$ cat config.mk
export PLATFORM = sky130hd
export DESIGN_NAME = store_set_pred
export DESIGN_NICKNAME = d
export VERILOG_FILES = /design/src/rtl/store_set_pred.sv
export SDC_FILE = /design/constraint.sdc
export NUM_CORES = 1
export LEC_CHECK = 0
export ABC_AREA = 1
export CELL_PAD_IN_SITES_DETAIL_PLACEMENT = 1
export CELL_PAD_IN_SITES_GLOBAL_PLACEMENT = 1
export CORE_MARGIN = 5
export CORE_UTILIZATION = 28
export CTS_CLUSTER_DIAMETER = 80
export DETAILED_ROUTE_END_ITERATION = 7
export GPL_TIMING_DRIVEN = 0
export PLACE_DENSITY_LB_ADDON = 0.1
export SLEW_MARGIN = 20
export SYNTH_ARGS = -nofsm -noshare
export SYNTH_HDL_FRONTEND = slang
export SYNTH_SLANG_ARGS = --single-unit
$ cat constraint.sdc
create_clock -name clk -period 6.3 [get_ports clk]
set_input_delay 1.575 -clock clk [delete_from_list [all_inputs] [get_ports clk]]
set_output_delay 1.575 -clock clk [all_outputs]
set_load 0.01 [all_outputs]
$ cat src/rtl/store_set_pred.sv
module store_set_pred #(
  parameter int PC_W        = 16,
  parameter int SEQ_W       = 8,
  parameter int ID_ENTRIES  = 16,
  parameter int SET_ENTRIES = 8
) (
  input  logic             clk,
  input  logic             rst_n,
  input  logic             viol_valid,
  input  logic [PC_W-1:0]  viol_store_pc,
  input  logic [PC_W-1:0]  viol_load_pc,
  input  logic             ins_valid,
  input  logic [PC_W-1:0]  ins_pc,
  input  logic [SEQ_W-1:0] ins_seq,
  input  logic [PC_W-1:0]  lkp_pc,
  output logic [SEQ_W-1:0] lkp_seq,
  input  logic             iss_valid,
  input  logic             iss_is_store,
  input  logic [PC_W-1:0]  iss_pc,
  input  logic [SEQ_W-1:0] iss_seq,
  input  logic             sq_valid,
  input  logic [SEQ_W-1:0] sq_seq,
  input  logic             clr
);
  localparam int IW = $clog2(ID_ENTRIES);
  localparam int SW = $clog2(SET_ENTRIES);
  localparam int CW = IW + 1;
  localparam logic [CW-1:0] CMAX = '1;

  logic [ID_ENTRIES-1:0]               id_v;
  logic [ID_ENTRIES-1:0][SW-1:0]       id_set;
  logic [SET_ENTRIES-1:0]              last_v;
  logic [SET_ENTRIES-1:0][SEQ_W-1:0]   last_seq;
  logic [SET_ENTRIES-1:0][CW-1:0]      cnt;

  logic unused_pc_bits;
  assign unused_pc_bits = ^{viol_store_pc, viol_load_pc, ins_pc, lkp_pc, iss_pc};

  logic [IW-1:0] li, si, ii, xi, ki;
  assign li = viol_load_pc[IW+1:2];
  assign si = viol_store_pc[IW+1:2];
  assign ii = ins_pc[IW+1:2];
  assign xi = iss_pc[IW+1:2];
  assign ki = lkp_pc[IW+1:2];

  logic do_sq, do_v, do_ins, do_iss;
  assign do_sq  = sq_valid && !clr;
  assign do_v   = viol_valid && !clr && !sq_valid;
  assign do_ins = ins_valid && !clr && !sq_valid && !viol_valid;
  assign do_iss = iss_valid && iss_is_store && !clr && !sq_valid && !viol_valid && !ins_valid;

  assign lkp_seq = (id_v[ki] && last_v[id_set[ki]]) ? last_seq[id_set[ki]] : '0;

  logic          lv, sv, wr_l, wr_s, inc_en, dec_en;
  logic [SW-1:0] lid, sid, wr_id, inc_id, dec_id;
  assign lv  = id_v[li];
  assign sv  = id_v[si];
  assign lid = id_set[li];
  assign sid = id_set[si];

  always_comb begin
    wr_l = 1'b0; wr_s = 1'b0; inc_en = 1'b0; dec_en = 1'b0;
    wr_id = lid; inc_id = lid; dec_id = sid;
    if (!lv && !sv) begin
      wr_l = 1'b1; wr_s = 1'b1; wr_id = li[SW-1:0];
      inc_en = 1'b1; inc_id = li[SW-1:0];
    end else if (lv && !sv) begin
      wr_s = 1'b1; wr_id = lid; inc_en = 1'b1; inc_id = lid;
    end else if (!lv && sv) begin
      wr_l = 1'b1; wr_id = sid;
    end else if (cnt[lid] > cnt[sid]) begin
      wr_s = 1'b1; wr_id = lid;
      inc_en = 1'b1; inc_id = lid; dec_en = 1'b1; dec_id = sid;
    end else begin
      wr_l = 1'b1; wr_id = sid;
      inc_en = 1'b1; inc_id = sid; dec_en = 1'b1; dec_id = lid;
    end
  end

  always_ff @(posedge clk or negedge rst_n) begin
    if (!rst_n) begin
      id_v     <= '0;
      id_set   <= '0;
      last_v   <= '0;
      last_seq <= '0;
      cnt      <= '0;
    end else if (clr) begin
      id_v   <= '0;
      last_v <= '0;
    end else if (do_sq) begin
      for (int k = 0; k < SET_ENTRIES; k++)
        if (last_v[k] && last_seq[k] < sq_seq) last_v[k] <= 1'b0;
    end else if (do_v) begin
      if (wr_l) begin id_v[li] <= 1'b1; id_set[li] <= wr_id; end
      if (wr_s) begin id_v[si] <= 1'b1; id_set[si] <= wr_id; end
      for (int k = 0; k < SET_ENTRIES; k++) begin
        if (inc_en && inc_id == SW'(k) && !(dec_en && dec_id == SW'(k))) begin
          if (cnt[k] != CMAX) cnt[k] <= cnt[k] + 1'b1;
        end else if (dec_en && dec_id == SW'(k) && !(inc_en && inc_id == SW'(k))) begin
          if (cnt[k] != '0) cnt[k] <= cnt[k] - 1'b1;
        end
      end
    end else if (do_ins) begin
      if (id_v[ii]) begin
        last_v[id_set[ii]]   <= 1'b1;
        last_seq[id_set[ii]] <= ins_seq;
      end
    end else if (do_iss) begin
      if (id_v[xi] && last_v[id_set[xi]] && last_seq[id_set[xi]] == iss_seq)
        last_v[id_set[xi]] <= 1'b0;
    end
  end

  p_viol_marks_r2: assert property (@(posedge clk) disable iff (!rst_n)
    do_v |=> id_v[$past(li)] && id_v[$past(si)]);

  p_store_only_keeps_cnt_r4: assert property (@(posedge clk) disable iff (!rst_n)
    (do_v && !lv && sv) |=> $stable(cnt));

  p_insert_records_r6: assert property (@(posedge clk) disable iff (!rst_n)
    (do_ins && id_v[ii]) |=> last_v[$past(id_set[ii])] && last_seq[$past(id_set[ii])] == $past(ins_seq));

  p_nonstore_ignored_r8: assert property (@(posedge clk) disable iff (!rst_n)
    (iss_valid && !iss_is_store && !clr && !sq_valid && !viol_valid && !ins_valid) |=> $stable(last_v));

  p_squash_shrinks_r9: assert property (@(posedge clk) disable iff (!rst_n)
    do_sq |=> $countones(last_v) <= $past($countones(last_v)));

  p_clear_keeps_cnt_r10: assert property (@(posedge clk) disable iff (!rst_n)
    clr |=> (id_v == '0) && (last_v == '0) && $stable(cnt));
endmodule

; ---- Word-level counts from Yosys, hierarchy flattened
; Index checks and enable logic that the tools add are counted.
[op_classes]
n_mux = 134
magnitude_cmp = 23
n_div = 0
n_reduce_logical = 131
n_shift = 0
n_addsub = 16
bitwise_logic = 8
eq_ne = 42
mul = 0
[op_table]
columns = operator, count
row1 = 48-bit two-way mux, 5
row2 = 5-bit two-way mux, 34
row3 = 16-bit two-way mux, 8
row4 = 48-bit bitwise mux, 2
row5 = 8-bit two-way mux, 11
row6 = 64-bit bitwise mux, 1
row7 = 8-bit less-than comparator, 8
row8 = 1-bit logical AND, 61
row9 = 3-bit binary-select mux with 4-bit select, 5
row10 = 3-bit two-way mux, 18
row11 = 8-bit binary-select mux with 3-bit select, 2
row12 = 6-bit AND reduction, 8
row13 = 5-bit AND reduction, 9
row14 = "5-bit by 1-bit adder with 5-bit output, second input constant", 8
row15 = "5-bit inequality test, second input constant", 8
row16 = 5-bit nonzero test, 8
row17 = "5-bit by 1-bit subtractor with 5-bit output, second input constant", 8
row18 = 2-bit nonzero test, 17
row19 = 1-bit two-way mux, 32
row20 = 16-bit OR, 2
row21 = 5-bit binary-select mux with 3-bit select, 2
row22 = "4-bit by 5-bit less-than comparator with 1-bit output, second input constant", 5
row23 = 3-bit demux with 4-bit select, 2
row24 = 8-bit demux with 3-bit select, 1
row25 = other kinds (26), 89
[word_totals]
memories = 0
elab_cells = 395
ramBits = 0
mem_bits_ro = 0
inputBits = 112
latchBits = 0
output_inout_bits = 8
register_bits = 176

; ---- Logic depth before layout (Yosys ltp)
; Gate-level depths: netlist (run 1).
[logic_depth]
word_depth = 18
ltp_mapped = 38
depth_no_buf = 35

; ---- Worst setup path after synthesis (run 1)
; OpenSTA, ideal clock, no wires.
[synth_path]
path_type = input-to-reg
startpoint = input viol_store_pc[3]
endpoint = register cnt[19] (netlist name)
required_ns = 6.221
slack_ns = -0.350
t_arrival_ns = 6.571
setup_ns = 0.079
stages = 33
path_buffers = 3
path_cell_list = clkbuf_2 > nand2_1 > clkbuf_1 > o221ai_1 > nand2_1 > nand4_1 > inv_1 > clkbuf_1 > a21oi_1 > o21ai_0 > a31oi_1 > ha_1 > nand2_1 > inv_1 > nand3_1 > or2_2 > a32o_1 > inv_1 > nor2_1 > inv_1 > nand2_1 > o21ai_0 > inv_1 > nor2_1 > nand2_1 > ha_1 > inv_1 > nor4_1 > a32o_1 > nor3_1 > o21ai_0 > a21oi_1 > xor2_1
[synth_via]
elab_chain_len = 15
word_cells_on_any_way = 37
[synth_rtl]
columns = element, line_no
row1 = "start, declared", 10  ; input logic [PC_W-1:0] viol_store_pc,
row2 = 3-bit binary-select mux with 4-bit select, 59  ; assign sid = id_set[si];
row3 = 3-bit two-way mux (not written as such), 59
row4 = 5-bit binary-select mux with 3-bit select, 71  ; end else if (cnt[lid] > cnt[sid]) begin
row5 = 5-bit two-way mux (not written as such), 71
row6 = 5-bit > comparator, 71
row7 = 3-bit two-way mux, 71
row8 = 3-bit two-way mux, 69  ; end else if (!lv && sv) begin
row9 = 3-bit two-way mux, 67  ; end else if (lv && !sv) begin
row10 = 3-bit two-way mux, 64  ; if (!lv && !sv) begin
row11 = 3-bit by 2-bit equality test with 1-bit output, "97, 99"
row12 = 1-bit logical AND, "97, 99"
row13 = 1-bit logical NOT (on tied branches), "97, 99"
row14 = 1-bit logical AND (on tied branches), "97, 99"
row15 = 2-bit by 1-bit inequality test with 1-bit output (no source line) or 2-bit nonzero test (tied branches), -
row16 = 6-bit AND reduction (no source line), -
row17 = "end signal, assigned", 86  ; cnt <= '0;
row18 = "end, declared", 34  ; logic [SET_ENTRIES-1:0][CW-1:0] cnt;
; Parallel ways exist; a longest one is shown, timed or not. The select of a mux whose other input is x is not followed.
; A chain may end at the register's enable or synchronous reset.

; ---- Worst setup path in the final report (run 1)
[layout_path]
startpoint = input lkp_pc[4]
endpoint = output lkp_seq[4]
[layout_via]
elab_chain_len = 6
word_cells_on_any_way = 10
[layout_rtl]
columns = element, line_no
row1 = "start, declared", 15  ; input logic [PC_W-1:0] lkp_pc,
row2 = 3-bit binary-select mux with 4-bit select, 52  ; assign lkp_seq = (id_v[ki] && last_v[id_set[ki]]) ? last_seq[id_set[ki]] : '0;
row3 = 3-bit two-way mux (not written as such), 52
row4 = 1-bit binary-select mux with 3-bit select, 52
row5 = 1-bit two-way mux (not written as such), 52
row6 = 1-bit logical AND, 52
row7 = 8-bit two-way mux *, 52
row8 = "end, declared", 16  ; output logic [SEQ_W-1:0] lkp_seq,
; Mark *: on every way between the ends. The rest lies on a longest branch, timed or not. The select of a mux whose other input is x is not followed.

==> results of run 1 <==
## layout make-up
cell class / instances / area [µm²] / share of cell area
tap: 688 / 860.8 / 0.04748
clock inverter: 13 / 155.1 / 0.008558
inverter: 233 / 912.1 / 0.05031
buffer: 87 / 648.1 / 0.03575
multi-input combinational: 1659 / 9661 / 0.5329
sequential: 176 / 4404 / 0.2429
timing repair buffer: 109 / 1046 / 0.05769
clock buffer: 19 / 442.9 / 0.02443
## flip-flops by register name, summed over array words and instances (netlist names)
name / cells
cnt: 40
id_set: 48
id_v: 16
last_seq: 64
last_v: 8
## worst max-delay path, cell delays in order
cell             delay (ps)
clkdlybuf4s50_1         490
inv_1                   190
clkbuf_4                260
a21oi_1                  60
o21ai_0                 120
o311ai_2                190
nand2_2                 220
clkbuf_2                330
a21oi_1                  80
a32o_1                  230
nand2_1                  60
nand2_1                 110
nor2_1                  130
clkdlybuf4s50_1         550
## cell usage in the layout (no fill, tap or decap), types with 7 or more instances in the layout
master / instances
nor4_1: 8
o21ai_0: 267
clkdlybuf4s50_1: 43
ha_1: 82
nor2_2: 9
nor2_4: 16
o21ai_2: 8
a31oi_1: 7
a32o_1: 14
clkbuf_1: 27
o22ai_1: 32
a22oi_2: 7
inv_1: 196
nand2_2: 22
ha_4: 9
o221ai_1: 22
nand4_1: 19
inv_2: 22
xor2_1: 26
buf_4: 53
clkbuf_4: 10
buf_2: 15
nand2_1: 539
nor2_1: 78
a21oi_1: 163
a22oi_1: 9
dfrtp_1: 176
inv_4: 7
a221oi_1: 7
buf_6: 22
a21oi_2: 12
o21ai_1: 29
o211ai_1: 23
nand3_1: 154
clkbuf_16: 18
## cells in the mapped netlist, types with 3 or more instances
cell and n:
xnor2_1 3, nand3_1 155, buf_6 9, o211ai_1 23
buf_4 3, or2_2 7, a31oi_1 8, clkinv_1 5
o21bai_1 4, buf_2 19, a21o_1 4, fa_1 8
nand2_2 3, o22ai_1 34, o21a_1 5, nor2_2 5
nor2_1 97, inv_1 220, o41ai_1 5, o311ai_0 4
inv_2 8, ha_1 94, dfrtp_1 176, a22oi_1 16
o21ai_0 299, o21ai_1 7, nor4_1 8, nor3_1 11
a32o_1 15, nand4_1 19, o221ai_1 27, nand2_1 561
nand3_2 5, clkbuf_1 54, a221oi_1 12, a21boi_0 3
a21oi_1 175, xor2_1 26, o31ai_1 4
## how the worst min path moves through the flow
stage	cells past startpoint	end	start	slack, ps
floorplan	2	id_v[6]$_DFFE_PN0P_	id_v[6]$_DFFE_PN0P_	450
global placement	2	id_v[6]$_DFFE_PN0P_	id_v[6]$_DFFE_PN0P_	470
detailed placement	1	cnt[9]$_DFFE_PN0P_	cnt[9]$_DFFE_PN0P_	490
CTS	1	cnt[9]$_DFFE_PN0P_	cnt[9]$_DFFE_PN0P_	510
global route	1	cnt[9]$_DFFE_PN0P_	cnt[9]$_DFFE_PN0P_	530
finish	1	cnt[9]$_DFFE_PN0P_	cnt[9]$_DFFE_PN0P_	500
## logic make-up (layout without fill, tap and decap cells)
kind of cell | after synthesis | after routing | share of synthesized area
fa+ha+maj | 102 | 102 | 0.09066
compound gates | 649 | 649 | 0.2534
simple gates | 878 | 878 | 0.2506
buf+inv | 320 | 461 | 0.08854
mux | 1 | 1 | 0.0007640
xor+xnor | 29 | 29 | 0.01723
flops | 176 | 176 | 0.2988
## per-stage QoR
stage	util	hold slack, ps	area [µm²]
after detailed placement	0.3105	492.1	16250
after global routing	0.3464	527.3	18130
after floorplan	-	447.7	14800
after global placement	0.3093	474.3	16190
after CTS	0.3335	507.0	17460
final	0.3464	501.0	18130
## timing repair
item / in CTS / in global routing
endpoints found under the setup margin: 112 / 58
buffers inserted: 21 / 31
pin swaps: 27 / 42
resized for setup: 180 / 142
gates cloned: 0 / 2
## per-layer routing
metal  up-vias  routed length (µm)  track usage
met3       104                3740      0.04387
met1      8168               32210       0.3334
met5         -                   0            0
met2       446               32890       0.3960
li1       7672                   -            -
met4         0                1813      0.07349
## report_power, final
part	switching, µW	leakage [µW]	internal [µW]	total, µW
Sequential	479	0.00228	1380	1860
Combinational	1420	0.00552	908	2330
Clock	545	0.000282	602	1150
==> metrics.csv, run 1 <==
metric;value;unit
vias;16390;
critical_path_arrival;4610;ps
post-route-period-util;0.9814;
die_area;57330;µm²
grt-ovfl-total;0;
ios;120;
gp_congestion;0.9189;
regToRegStartpoint;id_set[18]$_DFFE_PN0P_;
cap_viol_max_count;0;
io_buffers;53;
via_per_inst;5.493;
finalMaxSlewViolations;0;
clock-sinks;176;
synth_nets;2369;
synth_top_area_share;0.2988;
fmax;161.7;MHz
cts_buffers;17;
grt_pass1_vias;16767;
dp.cells;2898;
postRouteAntennaNets;0;
clock_latency;500;ps
antenna_found_initial;0;
synth_area_leaders;dfrtp_1 (30%), nand2_1 (14%), o21ai_0 (10%);
rr_worst_depth;32;
die_w;239.4;µm
dp.final_hpwl;54.31;mm
crit_path_start;lkp_pc[4];
start_util;0.2816;
cts_max_level;4;
setup_viol;0;
grt.total_usage;0.2442;
r2r_end;cnt[4]$_DFFE_PN0P_;
cts_root_buf;clkbuf_16;
rrSetupSlack;1000;ps
syn_area;14740;µm²
relSlewSlack;0.4038;
hold_viol;0;
status;complete, no violations;
synth_edf_count;0;
drive_gt1_frac;0.1411;
num_rows;84;
fin_skew;19.82;ps
synth_top_area_cell;dfrtp_1;
min-delay-path-class;flop to flop;
antenna_cells;0;
p_total;5334;µW
drtPass1Iterations;5;
crit_end;lkp_seq[4];
peakVddDrop;0.2270;mV
finalNetCount;2497;
clkTransAtPathRegs;70;ps
p_leak;0.008083;µW
cts_tree;done;
postSynthAreaPerCell;6.840;µm²
fin_ws;116.9;ps
cp_data_required_time;4720;ps
ys_ff_latch;176;
die_height;239.4;µm
ys_warn_count;0;
finalNonFillerCells;2984;
fillers;6507;
seq_area_frac_synth;0.2988;
ys.flop_type;dfrtp_1;
drt-initial-drc-count;1271;
end_kind;output port;
core_area;52340;µm²
grt_setup_unrepaired;true;
post-place-ws;-2260;ps
crit_path_max_fanout;10;
powerDensity;294.2;nW/µm²
fin_crit;6183;ps
synthArstFlopShare;1.000;
yosysUniqueCellTypes;51;
fin_tns_setup;0;ps
crit_type;input pin to output port;
drc;0;
ctsHoldBuffers;0;
grt_max_degree;73;
postSynthCellCount;2155;
wl;70.65;mm
startpoint_type;input pin;
grt_pass1_wl;106.3;mm
syn_to_final_growth;23.01;%
worstMarginPinSlew;894.2;ps
wl_per_cell;23.68;µm
clockBufferDepth;2;
Power figures use the tool's default switching activity.
==> run 2, diff against run 1 <==
- GPL_TIMING_DRIVEN: 0 -> unset
==> metrics.csv, run 2 (synthesis results as in run 1) <==
metric;value;unit;change
min-delay-path-class;flop to flop;;unchanged
die_area;57330;µm²;unchanged
fin_hold_ws;497.8;ps;was 501.0 ps
dp.final_hpwl;50.83;mm;was 54.31 mm
postPlaceCellArea;17460;µm²;was 16,250 µm²
postRouteAntennaNets;0;;unchanged
finalInstanceArea;19290;µm²;was 18,130 µm²
dp.cells;3010;;was 2,898
ios;120;;unchanged
grt.total_usage;0.2307;;was 0.2442
critical_path_arrival;6530;ps;was 4610 ps
via_per_inst;5.332;;was 5.493
grtUsageMet2;0.3869;;was 0.3960
drt-initial-drc-count;1055;;was 1,271
p_leak;0.008796;µW;was 0.008083 µW
max_stage_delay;340;ps;was 550 ps
clkTransAtPathRegs;80;ps;was 70 ps
top_regs;last_seq (64), id_set (48), cnt (40);;unchanged
vias;16445;;was 16.39k
globalRouteMet1Util;0.3174;;was 0.3334
grt_pass1_vias;16776;;was 16.77k
syn_to_final_growth;30.89;%;was 23.01%
grt_setup_unrepaired;true;;unchanged
cts_tree;done;;unchanged
largest_reg_flops;64;;unchanged
grt-ovfl-total;0;;unchanged
worstMarginPinSlew;664.3;ps;was 894.2 ps
final_common_cell;nand2_1;;unchanged
finalNonFillerCells;3084;;was 2,984
multi_input_area;9792;µm²;was 9661 µm²
relSlewSlack;0.5565;;was 0.4038
critPathMostFrequentCell;nand2_2;;
rrSetupSlack;980;ps;was 1000 ps
post-route-period-util;0.9761;;was 0.9814
regMostFlops;last_seq;;unchanged
startpoint_type;input pin;;unchanged
end_kind;flop;;was output port
start_util;0.2816;;unchanged
antenna_found_initial;0;;unchanged
layout.area.seq;4404;µm²;unchanged
drive_gt1_frac;0.1945;;was 0.1411
layout_common_cells;nand2_1 (533), o21ai_0 (268), buf_4 (193), inv_1 (190), dfrtp_1 (176);;was nand2_1 (539), o21ai_0 (267), inv_1 (196), dfrtp_1 (176), a21oi_1 (163)
fmax;162.6;MHz;was 161.7 MHz
grt_pass1_wl;102.1;mm;was 106.3 mm
fin_skew;11.52;ps;was 19.82 ps
clock-sinks;176;;unchanged
fin_crit;6150;ps;was 6183 ps
gp_congestion;0.8827;;was 0.9189
hold_viol;0;;unchanged
die_height;239.4;µm;unchanged
powerDensity;287.9;nW/µm²;was 294.2 nW/µm²
cts_buffers;17;;unchanged
wl;67.19;mm;was 70.65 mm
crit_type;input pin to flop;;was input pin to output port
busiest_layer;met2;;unchanged
drc;0;;unchanged
num_rows;84;;unchanged
grt_use_met3;0.03086;;was 0.04387
cp_data_required_time;6680;ps;was 4720 ps
antenna_cells;0;;unchanged
wl_per_cell;21.79;µm;was 23.68 µm
core_area;52340;µm²;unchanged
p_total;5554;µW;was 5334 µW
clockBufferDepth;2;;unchanged
die_w;239.4;µm;unchanged
cts_max_level;4;;unchanged
status;complete, no violations;;unchanged
cap_viol_max_count;0;;unchanged
io_buffers;59;;was 53
clock_latency;500;ps;about the same
fillers;6520;;was 6,507
cts_root_buf;clkbuf_16;;unchanged
finalMaxSlewViolations;0;;unchanged
drtPass1Iterations;5;;unchanged
setup_viol;0;;unchanged
finalNetCount;2597;;was 2,497
crit_path_max_fanout;9;;was 10
cp_slowest_cell;fa_2;;was clkdlybuf4s50_1
grt_max_degree;59;;was 73
peakVddDrop;0.1605;mV;was 0.2270 mV
run 2: cell types whose count changed in the layout (fill, tap and decap cells not counted), moves of 6 or more:
cell,before,now
buf_4,53,193
clkbuf_1,27,2
buf_12,3,20
buf_2,15,2
clkbuf_4,10,1
buf_8,6,0
inv_1,196,190
nand2_1,539,533
nand2_2,22,28
run 2: worst max-delay path, delay by kind of cell:
family          cells  cell delay [ps]
simple gates       12             1490
xor+xnor            2              310
buf+inv             9             1230
compound gates      7             1120
fa+ha+maj           3              800
run 2: through the flow:
step           worst slack (ps)  TNS, ps    util
6_report                  150.4        0  0.3686
5_1_grt                  -91.51   -776.7  0.3686
4_1_cts                  -12.92   -12.92  0.3517
3_5_place_dp              -1377   -65360  0.3335
3_3_place_gp              -1274   -59510  0.3335
2_1_floorplan             15.63        0       -
run 2: power by group:
group | total [µW] | switching [µW] | internal, µW
registers | 1820 | 438 | 1380
logic | 2620 | 1480 | 1140
clock network | 1120 | 554 | 564
run 2: routing by layer:
layer	part of all wire	wire, µm
met5	0	0
met4	0.016	1061
met3	0.037	2500
met2	0.48	32440
met1	0.46	31190
run 2: area by class of cell:
type	count	share of cell area
multi-input cells	1661	0.5076
flip-flops and latches	176	0.2283
repair buffers	294	0.1424
inverters	233	0.04734
well taps	688	0.04462
clock buffers	20	0.02315
clock inverters	12	0.006615
run 2: worst paths after layout:
kind / startpoint / endpoint / depth (start not counted)
worst max register to register: id_set[37]$_DFFE_PN0P_ / cnt[39]$_DFFE_PN0P_ / 31
min in group asynchronous: rst_n / id_set[41]$_DFFE_PN0P_ / 1
worst min register to register: id_v[6]$_DFFE_PN0P_ / id_v[6]$_DFFE_PN0P_ / 2
worst max-delay path: viol_store_pc[3] / cnt[39]$_DFFE_PN0P_ / 33
worst min-delay path: id_v[6]$_DFFE_PN0P_ / id_v[6]$_DFFE_PN0P_ / 2
max in group asynchronous: rst_n / cnt[3]$_DFFE_PN0P_ / 2
run 2: what timing repair did:
item                       CTS  global route
hold buffers                 0             0
resized for setup          105           174
setup buffers               16            21
gates cloned                 3             4
setup endpoints to repair   48            47
pin swaps                   28            60
